File: config.mk
export PLATFORM = sky130hd
export DESIGN_NAME = dual_oneshot
export DESIGN_NICKNAME = d
export VERILOG_FILES = /design/src/rtl/os_pkg.sv /design/src/rtl/os_sync.sv /design/src/rtl/os_qualify.sv /design/src/rtl/os_counter.sv /design/src/rtl/os_channel.sv /design/src/rtl/dual_oneshot.sv
export SDC_FILE = /design/constraint.sdc
export NUM_CORES = 1
export LEC_CHECK = 0
export BUFFER_PORTS_ARGS = -buffer_cell sky130_fd_sc_hd__buf_2
export CORE_ASPECT_RATIO = 0.9
export CORE_MARGIN = 2
export CORE_UTILIZATION = 45
export CTS_CLUSTER_SIZE = 30
export DETAILED_ROUTE_END_ITERATION = 16
export PLACE_DENSITY = 0.66
export SLEW_MARGIN = 10
export SYNTH_ARGS = -nofsm -noshare
export SYNTH_HDL_FRONTEND = slang
export SYNTH_SLANG_ARGS = --single-unit
File: constraint.sdc
create_clock -name clk -period 3.77 [get_ports clk]
set_input_delay 0.5655 -clock clk [delete_from_list [all_inputs] [get_ports clk]]
set_output_delay 0.5655 -clock clk [all_outputs]
set_load 0.01 [all_outputs]
File: src/rtl/os_pkg.sv
package os_pkg;
   // One channel's synchronized control inputs
   typedef struct packed {
      logic a_n;
      logic b;
      logic clr_n;
   } os_ctl_t;

   localparam os_ctl_t OS_CTL_IDLE = '{a_n: 1'b1, b: 1'b0, clr_n: 1'b1};

   // Pulse length actually used for a requested width
   function automatic logic [31:0] os_eff_width(input logic [31:0] w);
      return (w == 32'd0) ? 32'd1 : w;
   endfunction
endpackage

File: src/rtl/os_sync.sv
module os_sync #(
   parameter int STAGES = 2,
   parameter int W      = 3,
   parameter logic [W-1:0] RST_VAL = '0
) (
   input  logic         clk,
   input  logic         rst,
   input  logic [W-1:0] din,
   output logic [W-1:0] dout
);
   if (STAGES < 2) begin : g_bad_stages
      $error("os_sync: STAGES must be at least 2");
   end

   logic [W-1:0] stage_q [STAGES];

   for (genvar s = 0; s < STAGES; s++) begin : g_stage
      always_ff @(posedge clk) begin
         if (rst)         stage_q[s] <= RST_VAL;
         else if (s == 0) stage_q[s] <= din;
         else             stage_q[s] <= stage_q[(s == 0) ? 0 : s-1];
      end
   end

   assign dout = stage_q[STAGES-1];
endmodule

File: src/rtl/os_qualify.sv
module os_qualify
   import os_pkg::*;
(
   input  logic    clk,
   input  logic    rst,
   input  os_ctl_t cur,
   output logic    fire
);
   os_ctl_t prev;

   always_ff @(posedge clk) begin
      if (rst) prev <= OS_CTL_IDLE;
      else     prev <= cur;
   end

   logic b_up, a_down, clr_up;
   assign b_up   = cur.b     & ~prev.b;
   assign a_down = ~cur.a_n  &  prev.a_n;
   assign clr_up = cur.clr_n & ~prev.clr_n;

   // each route needs A low, B high and clear high once its edge has happened
   logic armed;
   assign armed = ~cur.a_n & cur.b & cur.clr_n;
   assign fire  = armed & (b_up | a_down | clr_up);
endmodule

File: src/rtl/os_counter.sv
module os_counter #(
   parameter int CW = 16
) (
   input  logic          clk,
   input  logic          rst,
   input  logic          clr_ok,
   input  logic          fire,
   input  logic [CW-1:0] width,
   output logic          q
);
   localparam logic [CW-1:0] ONE = CW'(1);

   logic [CW-1:0] remain;
   logic [CW-1:0] load_val;

   assign load_val = (width == '0) ? ONE : width;

   always_ff @(posedge clk) begin
      if (rst) begin
         q      <= 1'b0;
         remain <= '0;
      end else if (!clr_ok) begin
         q      <= 1'b0;
         remain <= '0;
      end else if (q) begin
         if (remain == ONE) q <= 1'b0;
         remain <= remain - ONE;
      end else if (fire) begin
         q      <= 1'b1;
         remain <= load_val;
      end
   end
endmodule

File: src/rtl/os_channel.sv
module os_channel
   import os_pkg::*;
#(
   parameter int CW          = 16,
   parameter int SYNC_STAGES = 2
) (
   input  logic          clk,
   input  logic          rst,
   input  logic          a_n,
   input  logic          b,
   input  logic          clr_n,
   input  logic [CW-1:0] width,
   output logic          q
);
   os_ctl_t raw, synced;
   logic    fire;

   assign raw = '{a_n: a_n, b: b, clr_n: clr_n};

   os_sync #(
      .STAGES (SYNC_STAGES),
      .W      ($bits(os_ctl_t)),
      .RST_VAL(OS_CTL_IDLE)
   ) u_sync (
      .clk (clk),
      .rst (rst),
      .din (raw),
      .dout(synced)
   );

   os_qualify u_qual (
      .clk (clk),
      .rst (rst),
      .cur (synced),
      .fire(fire)
   );

   os_counter #(.CW(CW)) u_cnt (
      .clk   (clk),
      .rst   (rst),
      .clr_ok(synced.clr_n),
      .fire  (fire),
      .width (width),
      .q     (q)
   );
endmodule

File: src/rtl/dual_oneshot.sv
module dual_oneshot #(
   parameter int NCH         = 2,
   parameter int CW          = 16,
   parameter int SYNC_STAGES = 2
) (
   input  logic              clk,
   input  logic              rst,
   input  logic [NCH-1:0]    trig_a_n,
   input  logic [NCH-1:0]    trig_b,
   input  logic [NCH-1:0]    clr_n,
   input  logic [NCH*CW-1:0] width,
   output logic [NCH-1:0]    q,
   output logic [NCH-1:0]    q_n
);
   if (NCH < 1) begin : g_bad_nch
      $error("dual_oneshot: NCH must be at least 1");
   end
   if (CW < 1 || CW > 31) begin : g_bad_cw
      $error("dual_oneshot: CW must lie in 1..31");
   end

   for (genvar i = 0; i < NCH; i++) begin : g_ch
      os_channel #(
         .CW         (CW),
         .SYNC_STAGES(SYNC_STAGES)
      ) u_ch (
         .clk  (clk),
         .rst  (rst),
         .a_n  (trig_a_n[i]),
         .b    (trig_b[i]),
         .clr_n(clr_n[i]),
         .width(width[CW*i +: CW]),
         .q    (q[i])
      );
   end

   assign q_n = ~q;
endmodule

==> impl_metrics.json, run 1 <==
{
  "rsz0062_at_grt": "no",
  "slew_headroom_pct": 51.4,
  "cts_buffers": 5,
  "detail_route.iter0.violations": 215,
  "grt_first_pass_wirelength_mm": 10.9,
  "io_pins": 44,
  "crit_arrival_ns": 1.82,
  "cts_max_path_buffers": 2,
  "clock-root-buffer": "clkbuf_8",
  "die_x_um": 86.0,
  "post_cts_buffers": 0,
  "synthMuxAreaShare_pct": 0.735,
  "cts-hold-fix-buffers": 0,
  "cts_tree": "built",
  "ir_drop_uv": 207,
  "final_area_um2": 3050,
  "cp-endpoint": "q_n[1]",
  "placed_area_um2": 2950,
  "p_leak_nw": 1.16,
  "slowest_stage": "dfxtp_1",
  "synth_top_family_by_area": "simple AND/OR/NAND/NOR gates",
  "critPathKind": "reg -> out",
  "use_met3_pct": 3.83,
  "num_rows": 26,
  "syn_area_per_cell_um2": 8.46,
  "ys.flop_type": "dfxtp_1",
  "initial_core_util_pct": 47.3,
  "post_drt_wl_per_cell_um": 15.4,
  "vias_per_cell": 6.11,
  "ys_types": 58,
  "finalCriticalPeriod_ns": 2.38,
  "synth_simple_gate_area_share_pct": 32.9,
  "crit_required_ns": 3.20,
  "dp_hpwl_mm": 4.71,
  "drt_pass1_iterations": 5,
  "fin_util_pct": 52.9,
  "n_antenna_cell": 0,
  "status": "complete, no violations",
  "ys_seq_elements": 52,
  "finalHoldViolCount": 0,
  "reg2reg_to": "g_ch[1].u_ch.u_cnt.remain[6]",
  "fmax_ghz": 0.420,
  "die_y_um": 77.8,
  "grtUsageMet1_pct": 30.3,
  "start_kind": "flop",
  "crit_chain": "inv_1 > buf_2",
  "cpPeakStageDelay_ns": 0.78,
  "setup_viol_count_final": 0,
  "clk_latency_ns": 0.30,
  "syn_area_um2": 2720,
  "synth_edf_count": 0,
  "nNetsFinal": 399,
  "via_count": 2603,
  "maxCapViolCount": 0,
  "endpoint_kind": "primary output",
  "setup.worst_path.start": "g_ch[1].u_ch.u_cnt.q",
  "synth_compound_area_share_pct": 20.4,
  "grt-busiest-layer": "met1",
  "clk_pin_slew_worst_paths_ns": 0.09,
  "p_per_area_nw_per_um2": 333,
  "tightest_slew_ns": 0.724,
  "ys_seq_area_share_pct": 38.2,
  "async_flop_share_pct": 0,
  "core_area_um2": 5760,
  "areaGrowthSynthToFinish_pct": 11.9,
  "r2r_cells": 4,
  "grt_use_met2_pct": 29.5,
  "gp_congestion": 0.805,
  "drt.antenna.violating_nets": 0,
  "post-route-drc-count": 0,
  "dieArea_um2": 6690,
  "final_cell_mix": "dfxtp_1, buf_2, nand3_1",
  "hold_ws_ns": 0.414,
  "fin_tns_setup_ns": 0,
  "r2r-start": "g_ch[1].u_ch.u_cnt.q",
  "yosys_warnings": 0,
  "final_cell_count_no_fill": 426,
  "grt_overflow": 0,
  "htree_levels": 2,
  "track_usage_pct": 20.3,
  "syn-num-nets": 366,
  "clock-sinks": 52,
  "hp-class": "reg -> reg",
  "antenna_found_initial": 0,
  "cts_resized": 0,
  "r2r_slack_ns": 1.53,
  "slew_violations": 0,
  "synth-xor-area-share_pct": 1.29,
  "path_max_fanout": 21,
  "first_global_vias": 2308,
  "layout-drive-gt1-share_pct": 21.6,
  "placed_cells": 418,
  "grt_max_degree": 23,
  "io_buffers": 43,
  "clock_skew_ns": 0.00513,
  "synth_fa_ha_area_share_pct": 1.84,
  "final_common_cell": "dfxtp_1",
  "fin_crit_sh_pct": 63.2,
  "synthesis.instances": 322,
  "wl_mm": 6.57
}
[final cells by class]
class | instances | area [um2]
clock buffers | 6 | 82.6
clock inverters | 2 | 13.8
fillers | 549 | 2710
inverters | 11 | 41.3
multi-input cells | 241 | 1560
flip-flops and latches | 52 | 1040
well taps | 70 | 87.6
repair buffers | 44 | 223
[critical path, delay by kind of cell (launching register included)]
kind / cells / cell delay, ns
flops: 1 / 0.78
buf+inv: 2 / 0.73
[through the flow]
step | power [W] | setup slack (ns)
after CTS | 0.00102 | 1.45
after detailed placement | 0.000690 | 1.61
final | 0.00101 | 1.39
after floorplan | 0.000648 | 2.13
after global routing | 0.00106 | 1.23
after global placement | 0.000688 | 1.70
[state kept, by name, indices dropped and copies added, names as in the netlist]
| register | count |
|---|---|
| g_ch.u_ch.u_sync.stage_q | 12 |
| g_ch.u_ch.u_cnt.remain | 32 |
| g_ch.u_ch.u_cnt.q | 2 |
| g_ch.u_ch.u_qual.prev | 6 |
[per-layer routing]
layer | vias up | wire length [um]
met5 | - | 0
met4 | 0 | 60
met3 | 6 | 457
met2 | 90 | 2980
met1 | 1218 | 3070
li1 | 1289 | -
[cells by family after synthesis]
| family | count (synthesis) |
|---|---|
| muxes | 2 |
| AOI/OAI and AO/OA | 82 |
| adders and majority gates | 4 |
| xor gates and xnor gates | 4 |
| and+or+nand+nor | 149 |
| buffers and inverters | 29 |
| DFF | 52 |
[worst min path at each step]
| stage | from | to | cells after the start |
|---|---|---|---|
| after detailed placement | g_ch[1].u_ch.u_sync.stage_q[0][0] | g_ch[1].u_ch.u_sync.stage_q[1][0] | 1 |
| after global placement | g_ch[0].u_ch.u_sync.stage_q[0][2] | g_ch[0].u_ch.u_sync.stage_q[1][2] | 1 |
| after CTS | g_ch[1].u_ch.u_sync.stage_q[0][0] | g_ch[1].u_ch.u_sync.stage_q[1][0] | 1 |
| final | g_ch[1].u_ch.u_sync.stage_q[0][2] | g_ch[1].u_ch.u_sync.stage_q[1][2] | 1 |
| after floorplan | g_ch[0].u_ch.u_sync.stage_q[0][0] | g_ch[0].u_ch.u_sync.stage_q[1][0] | 1 |
| after global routing | clr_n[1] | g_ch[1].u_ch.u_sync.stage_q[0][0] | 2 |
[synthesized netlist by cell type, types with 4 or more instances]
| master | count | area share (%) |
|---|---|---|
| nand2b_1 | 6 | 1.4 |
| or3_1 | 6 | 1.4 |
| nand4b_1 | 6 | 1.9 |
| ha_1 | 4 | 1.8 |
| o311ai_0 | 4 | 1.3 |
| nor4_1 | 12 | 2.8 |
| a31oi_1 | 14 | 3.2 |
| o211ai_1 | 4 | 1.1 |
| a21o_1 | 4 | 1.1 |
| nand2_1 | 18 | 2.5 |
| nor3_1 | 14 | 2.6 |
| nor2b_1 | 10 | 2.3 |
| nand3b_1 | 4 | 1.1 |
| clkbuf_1 | 12 | 1.7 |
| nand3_1 | 24 | 4.4 |
| nor2_1 | 13 | 1.8 |
| dfxtp_1 | 52 | 38 |
| o21ai_0 | 11 | 2.0 |
| a21oi_1 | 20 | 3.7 |
| or2_2 | 12 | 2.8 |
| inv_1 | 10 | 1.4 |
| nand4_1 | 7 | 1.6 |
[power by group]
part | switching, W | internal [W] | total [W]
registers | 0.0000104 | 0.000562 | 0.000572
clock network | 0.000184 | 0.000150 | 0.000335
logic | 0.0000593 | 0.0000468 | 0.000106
Power figures use the tool's default switching activity.
==> run 2: changes to the inputs <==
==> constraint.sdc (replaced) <==
create_clock -name clk -period 2.31 [get_ports clk]
set_input_delay 0.3465 -clock clk [delete_from_list [all_inputs] [get_ports clk]]
set_output_delay 0.3465 -clock clk [all_outputs]
set_load 0.01 [all_outputs]
==> run 2 against run 1 <==
Clock skew is 0.0068 ns higher. Die area stayed put. Final cell count is 1.2% higher. Core utilization is 0.91 points higher. Register-to-register slack worse by 1.1 ns. Non-clock buffer count is 5 higher. Setup slack worse by 0.99 ns. Combinational power is 69% higher. Clock power is 88% higher. Design area is 1.7% higher. Critical endpoint is now g_ch[1].u_ch.u_cnt.remain[6]. Sequential power is 63% higher.
==> impl_metrics.json, run 2 (synthesis results as in run 1) <==
{
  "grt_overflow": 0,
  "use_met3_pct": 3.62,
  "die_x_um": 86.0,
  "slew_violations": 0,
  "clk_pin_slew_worst_paths_ns": 0.10,
  "maxCapViolCount": 0,
  "fin_util_pct": 53.8,
  "gp_congestion": 0.869,
  "post_drt_wl_per_cell_um": 15.2,
  "tightest_slew_ns": 0.685,
  "p_leak_nw": 1.19,
  "grt_first_pass_wirelength_mm": 10.9,
  "cts_max_path_buffers": 2,
  "slowest_stage": "nor4b_1",
  "reg_top3": "g_ch.u_ch.u_cnt.remain x32, g_ch.u_ch.u_sync.stage_q x12, g_ch.u_ch.u_qual.prev x6",
  "cpPeakStageDelay_ns": 0.38,
  "critPathKind": "reg -> reg",
  "cts_resized": 0,
  "place_ws_ns": 0.441,
  "fin_tns_setup_ns": 0,
  "crit_chain": "inv_1 > ha_1 > nor3b_4 > nor4b_1 > nor3_1 > a2111oi_0",
  "r2r_slack_ns": 0.40,
  "layout-drive-gt1-share_pct": 22.4,
  "via_count": 2572,
  "dieArea_um2": 6690,
  "antenna_found_initial": 0,
  "r2r_cells": 6,
  "initial_core_util_pct": 47.3,
  "cts_tree": "built",
  "die_y_um": 77.8,
  "nNetsFinal": 404,
  "slew_headroom_pct": 54.3,
  "areaGrowthSynthToFinish_pct": 13.8,
  "post_cts_buffers": 0,
  "io_buffers": 43,
  "clk_latency_ns": 0.30,
  "vias_per_cell": 5.97,
  "p_per_area_nw_per_um2": 562,
  "clock_skew_ns": 0.0120,
  "fin_ws_ns": 0.403,
  "rsz0062_at_grt": "no",
  "finalHoldViolCount": 0,
  "io_pins": 44,
  "dp_hpwl_mm": 4.89,
  "fmax_ghz": 0.524,
  "power_w": 0.00174,
  "path_max_fanout": 8,
  "htree_levels": 2,
  "final_area_um2": 3100,
  "whs_path_depth": 2,
  "crit_arrival_ns": 2.09,
  "fin_crit_sh_pct": 82.6,
  "endpoint_kind": "flop",
  "final_cell_mix": "dfxtp_1, buf_2, nand3_1",
  "clock-sinks": 52,
  "track_usage_pct": 20.3,
  "final_common_cell": "dfxtp_1",
  "status": "complete, no violations",
  "hp-class": "in -> reg",
  "ir_drop_uv": 348,
  "detail_route.iter0.violations": 210,
  "grt_use_met2_pct": 28.5,
  "grtUsageMet1_pct": 31.6,
  "first_global_vias": 2244,
  "cts-hold-fix-buffers": 0,
  "crit_required_ns": 2.49,
  "clock-root-buffer": "clkbuf_8",
  "placed_area_um2": 2990,
  "setup_viol_count_final": 0,
  "wl_mm": 6.57,
  "drt_pass1_iterations": 4,
  "regMostFlops": "g_ch.u_ch.u_cnt.remain",
  "cts_buffers": 5,
  "start_kind": "flop",
  "grt-busiest-layer": "met1",
  "finalCriticalPeriod_ns": 1.91,
  "core_area_um2": 5760,
  "num_rows": 26,
  "n_antenna_cell": 0,
  "largest_reg_flops": 32,
  "drt.antenna.violating_nets": 0,
  "post-route-drc-count": 0,
  "grt_max_degree": 23
}
[run 2: worst max-delay path: cells and delay by family, from the launching register on]
kind,cells,cell delay (ns)
and+or+nand+nor,3,0.79
DFF,1,0.36
AOI/OAI and AO/OA,1,0.36
adders and majority gates,1,0.19
buffers and inverters,1,0.09
[run 2: final timing paths]
| path | start | end |
|---|---|---|
| setup / recovery | g_ch[1].u_ch.u_cnt.remain[0] | g_ch[1].u_ch.u_cnt.remain[6] |
| hold / removal | trig_a_n[0] | g_ch[0].u_ch.u_sync.stage_q[0][2] |
| setup reg to reg | g_ch[1].u_ch.u_cnt.remain[0] | g_ch[1].u_ch.u_cnt.remain[6] |
| hold reg to reg | g_ch[1].u_ch.u_sync.stage_q[0][2] | g_ch[1].u_ch.u_sync.stage_q[1][2] |
[run 2: cell type report]
class / count / area, um2
fill: 571 / 2660
multi-input combinational: 241 / 1560
sequential: 52 / 1040
timing repair buffer: 49 / 260
tap: 70 / 87.6
clock buffer: 6 / 72.6
inverter: 11 / 41.3
clock inverter: 2 / 38.8
[run 2: where the power goes]
group / internal [W] / leakage (nW) / switching (W)
Combinational: 0.0000803 / 0.708 / 0.0000989
Clock: 0.000328 / 0.0558 / 0.000302
Sequential: 0.000917 / 0.423 / 0.0000159
[run 2: per-layer routing]
metal,up-vias,part of all wire (%)
met5,-,0
met2,76,43
met4,0,1.1
met1,1193,49
met3,8,6.8
li1,1295,-
[run 2: metrics by stage]
stage	hold WS, ns	instances
final	0.216	431
after global routing	0.200	431
after CTS	0.210	431
after detailed placement	0.393	423
after global placement	0.391	423
after floorplan	0.389	322
